File: src/rtl/vol_pkg.sv
package vol_pkg;
  localparam int unsigned LVL_W         = 8;
  localparam int unsigned GAIN_W        = 17;
  localparam int unsigned GAIN_FRAC     = 16;
  localparam int unsigned STEPS_PER_OCT = 12;
  localparam logic [LVL_W-1:0] LVL_MAX  = 8'd255;
  localparam logic [LVL_W-1:0] LVL_MUTE = 8'd14;

  // Mantissa of the gain within one 6 dB octave, Q1.16
  function automatic logic [GAIN_W-1:0] gain_mant(input logic [3:0] k);
    logic [GAIN_W-1:0] g;
    case (k)
      4'd0:    g = 17'd65536;
      4'd1:    g = 17'd61870;
      4'd2:    g = 17'd58409;
      4'd3:    g = 17'd55142;
      4'd4:    g = 17'd52057;
      4'd5:    g = 17'd49145;
      4'd6:    g = 17'd46396;
      4'd7:    g = 17'd43801;
      4'd8:    g = 17'd41350;
      4'd9:    g = 17'd39037;
      4'd10:   g = 17'd36854;
      default: g = 17'd34792;
    endcase
    return g;
  endfunction
endpackage

File: src/rtl/vol_ramp.sv
module vol_ramp
  import vol_pkg::*;
(
  input  logic             clk,
  input  logic             rst_n,
  input  logic             step_en,
  input  logic [LVL_W-1:0] target,
  output logic [LVL_W-1:0] level
);
  logic [LVL_W-1:0] level_nxt;

  always_comb begin
    level_nxt = level;
    if (step_en) begin
      if (level < target)      level_nxt = level + 1'b1;
      else if (level > target) level_nxt = level - 1'b1;
    end
  end

  always_ff @(posedge clk or negedge rst_n) begin
    if (!rst_n) level <= LVL_MAX;
    else        level <= level_nxt;
  end
endmodule

File: src/rtl/vol_scale.sv
module vol_scale
  import vol_pkg::*;
#(
  parameter int unsigned DW = 24
) (
  input  logic [DW-1:0]    sample,
  input  logic [LVL_W-1:0] level,
  output logic [DW-1:0]    scaled
);
  localparam int unsigned PW = DW + GAIN_W + 1;

  logic [LVL_W-1:0]      atten;
  logic [3:0]            idx;
  logic [5:0]            shamt;
  logic signed [PW-1:0]  prod;
  logic signed [PW:0]    rnd;
  logic signed [PW:0]    sum;
  logic signed [PW:0]    shifted;

  always_comb begin
    atten   = LVL_MAX - level;
    idx     = 4'(atten % LVL_W'(STEPS_PER_OCT));
    shamt   = 6'(GAIN_FRAC) + 6'(atten / LVL_W'(STEPS_PER_OCT));
    prod    = PW'($signed(sample)) * PW'($signed({1'b0, gain_mant(idx)}));
    rnd     = '0;
    rnd[shamt - 6'd1] = 1'b1;
    sum     = {prod[PW-1], prod} + rnd;
    shifted = sum >>> shamt;
    if (level <= LVL_MUTE) scaled = '0;
    else                   scaled = shifted[DW-1:0];
  end
endmodule

File: src/rtl/vol_zero_det.sv
module vol_zero_det #(
  parameter int unsigned DW       = 24,
  parameter int unsigned ZERO_RUN = 1024
) (
  input  logic          clk,
  input  logic          rst_n,
  input  logic          strobe,
  input  logic [DW-1:0] sample,
  output logic          flag
);
  localparam int unsigned CNT_W = $clog2(ZERO_RUN + 1);
  localparam logic [CNT_W-1:0] CNT_TOP = CNT_W'(ZERO_RUN);

  logic [CNT_W-1:0] cnt, cnt_nxt;

  always_comb begin
    cnt_nxt = cnt;
    if (strobe) begin
      if (sample != '0)        cnt_nxt = '0;
      else if (cnt != CNT_TOP) cnt_nxt = cnt + 1'b1;
    end
  end

  always_ff @(posedge clk or negedge rst_n) begin
    if (!rst_n) cnt <= '0;
    else        cnt <= cnt_nxt;
  end

  assign flag = (cnt == CNT_TOP);
endmodule

File: src/rtl/vol_atten_stereo.sv
module vol_atten_stereo
  import vol_pkg::*;
#(
  parameter int unsigned DW       = 24,
  parameter int unsigned ZERO_RUN = 1024
) (
  input  logic          clk,
  input  logic          rst_n,
  input  logic          in_valid,
  input  logic [DW-1:0] in_l,
  input  logic [DW-1:0] in_r,
  input  logic [7:0]    atten_l,
  input  logic [7:0]    atten_r,
  input  logic          soft_mute,
  input  logic          zero_mute_en,
  output logic          out_valid,
  output logic [DW-1:0] out_l,
  output logic [DW-1:0] out_r,
  output logic          zero_flag_l,
  output logic          zero_flag_r,
  output logic          mute_done
);
  localparam int unsigned NCH = 2;

  logic [1:0]       rst_sync;
  logic             rst_i;
  logic [DW-1:0]    smp    [NCH];
  logic [LVL_W-1:0] code   [NCH];
  logic [LVL_W-1:0] target [NCH];
  logic [LVL_W-1:0] lvl    [NCH];
  logic [DW-1:0]    scaled [NCH];
  logic [DW-1:0]    out_q  [NCH];
  logic [DW-1:0]    out_d  [NCH];
  logic [NCH-1:0]   zflag;
  logic             mute_req;
  logic             valid_d;

  always_ff @(posedge clk or negedge rst_n) begin
    if (!rst_n) rst_sync <= 2'b00;
    else        rst_sync <= {rst_sync[0], 1'b1};
  end
  assign rst_i = rst_sync[1];

  assign smp[0]  = in_l;
  assign smp[1]  = in_r;
  assign code[0] = atten_l;
  assign code[1] = atten_r;

  assign mute_req = soft_mute | (zero_mute_en & (&zflag));

  for (genvar ch = 0; ch < NCH; ch++) begin : g_ch
    always_comb begin
      if (mute_req || code[ch] <= LVL_MUTE) target[ch] = LVL_MUTE;
      else                                  target[ch] = code[ch];
    end

    vol_ramp u_ramp (
      .clk     (clk),
      .rst_n   (rst_i),
      .step_en (in_valid),
      .target  (target[ch]),
      .level   (lvl[ch])
    );

    vol_scale #(.DW(DW)) u_scale (
      .sample (smp[ch]),
      .level  (lvl[ch]),
      .scaled (scaled[ch])
    );

    vol_zero_det #(.DW(DW), .ZERO_RUN(ZERO_RUN)) u_zdet (
      .clk    (clk),
      .rst_n  (rst_i),
      .strobe (in_valid),
      .sample (smp[ch]),
      .flag   (zflag[ch])
    );

    always_comb out_d[ch] = in_valid ? scaled[ch] : out_q[ch];

    always_ff @(posedge clk or negedge rst_i) begin
      if (!rst_i) out_q[ch] <= '0;
      else        out_q[ch] <= out_d[ch];
    end
  end

  always_comb valid_d = in_valid;

  always_ff @(posedge clk or negedge rst_i) begin
    if (!rst_i) out_valid <= 1'b0;
    else        out_valid <= valid_d;
  end

  assign out_l       = out_q[0];
  assign out_r       = out_q[1];
  assign zero_flag_l = zflag[0];
  assign zero_flag_r = zflag[1];
  assign mute_done   = mute_req & (lvl[0] == LVL_MUTE) & (lvl[1] == LVL_MUTE);
endmodule


File: config.mk
export PLATFORM = sky130hd
export DESIGN_NAME = vol_atten_stereo
export DESIGN_NICKNAME = d
export VERILOG_FILES = /design/src/rtl/vol_pkg.sv /design/src/rtl/vol_ramp.sv /design/src/rtl/vol_scale.sv /design/src/rtl/vol_zero_det.sv /design/src/rtl/vol_atten_stereo.sv
export SDC_FILE = /design/constraint.sdc
export NUM_CORES = 2
export LEC_CHECK = 0
export ABC_AREA = 1
export BUFFER_PORTS_ARGS = -buffer_cell sky130_fd_sc_hd__buf_2
export CELL_PAD_IN_SITES_DETAIL_PLACEMENT = 1
export CELL_PAD_IN_SITES_GLOBAL_PLACEMENT = 1
export CORE_ASPECT_RATIO = 2
export CORE_MARGIN = 1
export CORE_UTILIZATION = 53
export DETAILED_ROUTE_END_ITERATION = 10
export MAX_ROUTING_LAYER = met4
export PLACE_DENSITY = 0.95
export SYNTH_ARGS = -nofsm -noshare
export SYNTH_HDL_FRONTEND = slang
export SYNTH_SLANG_ARGS = --single-unit
File: constraint.sdc
create_clock -name clk -period 6.18 [get_ports clk]
set_clock_uncertainty 0.1 [all_clocks]
set_input_delay 0.618 -clock clk [delete_from_list [all_inputs] [get_ports clk]]
set_output_delay 0.618 -clock clk [all_outputs]
set_load 0.01 [all_outputs]
==> results of run 1 <==
-- stage by stage --
step                      setup WS [ns]  area (um^2)   util  hold WS, ns
after detailed placement          -5.48        54400  0.652        0.244
after floorplan                   -2.75        45700      -        0.222
after global placement            -4.13        54400  0.652        0.238
-- cells by family after synthesis --
logic type,count (synthesis)
flops,89
simple gates,2969
compound gates,448
other cells,2
fa+ha+maj,1144
xor+xnor,105
buf+inv,1680
==> flow_summary_export.csv, run 1 <==
group,metric,value,unit
clock_network,cts_buffers,9,
synthesis,synth_fa_ha_area_frac,0.456,
synthesis,synthTopCellsByArea,"fa_1 (36%), nand2_1 (13%), inv_1 (12%), ha_1 (9.5%), nor2_1 (6.6%)",
synthesis,synthMuxAreaShare,0,
synthesis,ys_ff_latch,89,
synthesis,synth_top_area_share,0.361,
outcome,stop_error,"[ERROR DPL-0033] detailed placement checks failed during check placement.",
placement,gp_congestion,1.18,
synthesis,async_flop_share,1.00,
synthesis,synth-edff-count,0,
synthesis,synth_compound_area_frac,0.0562,
synthesis,yosys.area.top_type,"fa_1",
floorplan,dieHeight,412,um
synthesis,synth_top_family_by_area,"adder cells",
clock_network,cts_max_path_buffers,2,
clock_network,cts_hold_buf,1,
synthesis,netlist_instances,6437,
floorplan,initial_core_util,0.535,
floorplan,die_w,207,um
synthesis,yosys_warnings,0,
outcome,stop_stage,"clock tree synthesis (4_1_cts)",
clock_network,post_cts_resized,778,
synthesis,ys_types,60,
clock_network,cts.sink_count,89,
synthesis,yosysSeqAreaShare,0.0503,
clock_network,postCtsSetupBuffers,120,
placement,port_buffers,120,
clock_network,cts_root_buffer,"clkbuf_16",
synthesis,synthXorXnorAreaFrac,0.0206,
synthesis,synth-main-ff-cell,"dfrtp_1",
floorplan,ios,121,
placement,place_inst,8420,
synthesis,avgSynthCellArea,6.94,um^2
synthesis,syn_area,44600,um^2
clock_network,htree_levels,3,
synthesis,yosysMostFrequentCell,"nand2_1",
synthesis,synth_simple_gate_area_frac,0.272,
synthesis,synth_commonest_cells,"nand2_1 (1,595), inv_1 (1,477), fa_1 (806), nor2_1 (784), nand3_1 (426)",
floorplan,rows,150,
placement,place_hpwl,236000,um
outcome,status,"aborted with a tool error",
==> inputs of run 2 (changes only) <==
--- a/config.mk
+++ b/config.mk
@@ -7,14 +7,10 @@
 export LEC_CHECK = 0
 export ABC_AREA = 1
 export BUFFER_PORTS_ARGS = -buffer_cell sky130_fd_sc_hd__buf_2
-export CELL_PAD_IN_SITES_DETAIL_PLACEMENT = 1
-export CELL_PAD_IN_SITES_GLOBAL_PLACEMENT = 1
-export CORE_ASPECT_RATIO = 2
 export CORE_MARGIN = 1
-export CORE_UTILIZATION = 53
+export CORE_UTILIZATION = 40
 export DETAILED_ROUTE_END_ITERATION = 10
-export MAX_ROUTING_LAYER = met4
-export PLACE_DENSITY = 0.95
+export PLACE_DENSITY_LB_ADDON = 0.15
 export SYNTH_ARGS = -nofsm -noshare
 export SYNTH_HDL_FRONTEND = slang
 export SYNTH_SLANG_ARGS = --single-unit
==> run 2 against run 1 <==
Net effect: the flow now finishes, with violations (negative setup slack); synthesized cell count unchanged; synthesized area unchanged.
==> flow_summary_export.csv, run 2 <==
group,metric,value,unit
setup_path,timing.rr.end,"out_l[22]",
floorplan,dieHeight,336,um
final_layout,drive_gt1_frac,0.270,
routing,ant_nets,0,
global_route,grt_pass1_wl,249000,um
final_layout,antennaDiodeCount,0,
clock_network,clk_pin_slew,0.06,ns
final_layout,fillCellCount,11000,
final_layout,multi_input_area,39600,um^2
clock_network,cts_root_buffer,"clkbuf_16",
timing,drv_slew,0,
synthesis,ys_types,60,
timing,setup_violations,48,
placement,gp_congestion,0.973,
clock_network,htree_levels,3,
global_route,overflow,0,
synthesis,ys_ff_latch,89,
clock_network,cts_max_path_buffers,2,
final_layout,fin_nets,8687,
final_layout,design_area,59100,um^2
synthesis,synth_commonest_cells,"nand2_1 (1,595), inv_1 (1,477), fa_1 (806), nor2_1 (784), nand3_1 (426)",
routing,num_vias,44200,
routing,vias_per_cell,4.93,
synthesis,avgSynthCellArea,6.94,um^2
routing,drtIter0Drc,2643,
final_layout,final_common_cell,"nand2_1",
setup_path,cp-start-kind,"register",
timing,period_minus_slack,9.79,ns
setup_path,slowest_delay,0.59,ns
placement,port_buffers,120,
routing,routed_wl,158000,um
floorplan,ios,121,
setup_path,worstRegToRegCells,62,
floorplan,initial_core_util,0.403,
synthesis,synth-main-ff-cell,"dfrtp_1",
clock_network,cts_tree,"yes",
timing,worst_pin_slew,1.36,ns
synthesis,synth-edff-count,0,
floorplan,coreArea,111000,um^2
setup_path,crit_required,6.33,ns
routing,wl_per_cell,17.7,um
setup_path,rr_startpoint,"g_ch[0].u_ramp.level[6]",
timing,rsz0062_at_grt,"yes",
setup_path,crit_path_frequent_cell,"nand2_1",
synthesis,synthTopCellsByArea,"fa_1 (36%), nand2_1 (13%), inv_1 (12%), ha_1 (9.5%), nor2_1 (6.6%)",
setup_path,crit_slowest_cell,"dfstp_2",
synthesis,yosysSeqAreaShare,0.0503,
global_route,grt_max_degree,56,
final_layout,regArea,2250,um^2
setup_path,critPathKind,"register to register",
clock_network,clkLatencyLatePin,0.36,ns
timing,hold_viol_final,0,
global_route,grt_use_total,0.284,
setup_path,rrSetupSlack,-3.61,ns
final_layout,area_growth,32.4,%
floorplan,die_area,113000,um^2
routing,first_pass_iters,5,
clock_network,cts_buffers,9,
timing,period_share,1.58,
hold_path,hold_class,"register to asynchronous set/reset pin",
synthesis,synth_top_area_share,0.361,
synthesis,yosys.area.top_type,"fa_1",
outcome,status,"complete, but fails checks",
floorplan,die_w,336,um
placement,place_area,54700,um^2
setup_path,critPathMaxFanout,8,
floorplan,rows,122,
final_layout,finalCoreUtilization,0.534,
outcome,violations,"negative setup slack",
routing,drcViolationCount,0,
synthesis,netlist_instances,6437,
timing,worst_slack,-3.61,ns
placement,place_hpwl,136000,um
clock_network,cts.sink_count,89,
global_route,grt_pass1_vias,46100,
job,drv_cap,0,
setup_path,setup.worst_path.end_class,"register",
timing,slew_headroom,0.0917,
setup_path,worstPathArrival,9.93,ns
global_route,grt_antenna_before_repair,0,
final_layout,final_cell_mix,"nand2_1 (1,416), inv_1 (1,408), buf_4 (944), fa_1 (760), nor2_1 (671)",
synthesis,async_flop_share,1.00,
synthesis,yosys_warnings,0,
synthesis,syn_area,44600,um^2
timing,fmax,102,MHz
synthesis,yosysMostFrequentCell,"nand2_1",
## run 2: layout make-up
class / count / share of cell area
tap: 1488 / 0.0315
clock inverter: 6 / 0.000868
timing repair inverter: 2 / 0.000254
inverter: 1516 / 0.0976
multi-input combinational: 4690 / 0.669
timing repair buffer: 1166 / 0.158
sequential: 89 / 0.0381
clock buffer: 10 / 0.00387
## run 2: worst max path at each step
stage / start / to / cells after the start
CTS: g_ch[0].u_ramp.level[6] / out_l[18] / 62
detailed placement: g_ch[0].u_ramp.level[6] / out_l[22] / 60
global placement: g_ch[0].u_ramp.level[6] / out_l[22] / 62
finish: g_ch[0].u_ramp.level[6] / out_l[22] / 62
floorplan: g_ch[0].u_ramp.level[6] / out_l[7] / 62
global route: g_ch[1].u_ramp.level[7] / out_r[23] / 63
## run 2: metal layers
metal	part of all wire	vias up	GRT usage
met4	0.044	0	0.105
met5	0	-	0
met2	0.51	993	0.524
met1	0.41	21700	0.348
met3	0.032	293	0.0110
li1	-	21300	-
## run 2: critical path: cells and delay by family, from the launching register on
| family | cells | cell delay, ns |
|---|---|---|
| DFF | 1 | 0.59 |
| AOI/OAI and AO/OA | 7 | 0.80 |
| xor gates and xnor gates | 1 | 0.09 |
| adders and majority gates | 8 | 3.64 |
| buffers and inverters | 15 | 1.49 |
| and+or+nand+nor | 31 | 2.94 |
## run 2: cell families (layout without fill, tap and decap cells)
group                      after synthesis  count (layout)  share of synthesized area
and+or+nand+nor                       2969            2970                      0.272
buffers and inverters                 1680            2700                      0.144
adders and majority gates             1144            1144                      0.456
AOI/OAI and AO/OA                      448             448                     0.0562
xor gates and xnor gates               105             105                     0.0206
DFF                                     89              89                     0.0503
other                                    2              23                   0.000168
## run 2: through the flow
stage	hold slack, ns	TNS, ns	std cells	worst slack, ns
floorplan	0.222	-128.41	6458	-2.75
global placement	0.188	-181.07	8824	-3.99
detailed placement	0.193	-182.90	8824	-4.00
CTS	0.195	-162.77	8926	-3.48
global route	0.215	-190.75	8967	-4.07
finish	0.178	-166.11	8967	-3.61
## run 2: timing repair
action / in CTS / in global routing
hold buffers: 1 / 0
hold endpoints to repair: 2 / 0
endpoints found under the setup margin: 48 / 48
buffers inserted: 81 / 38
cloned: 4 / 4
pin swaps: 235 / 201
gates resized for setup: 420 / 389
Power of run 2 is not shown: default switching activity piles up to over one toggle a cycle in this logic, so the estimate is an artifact.
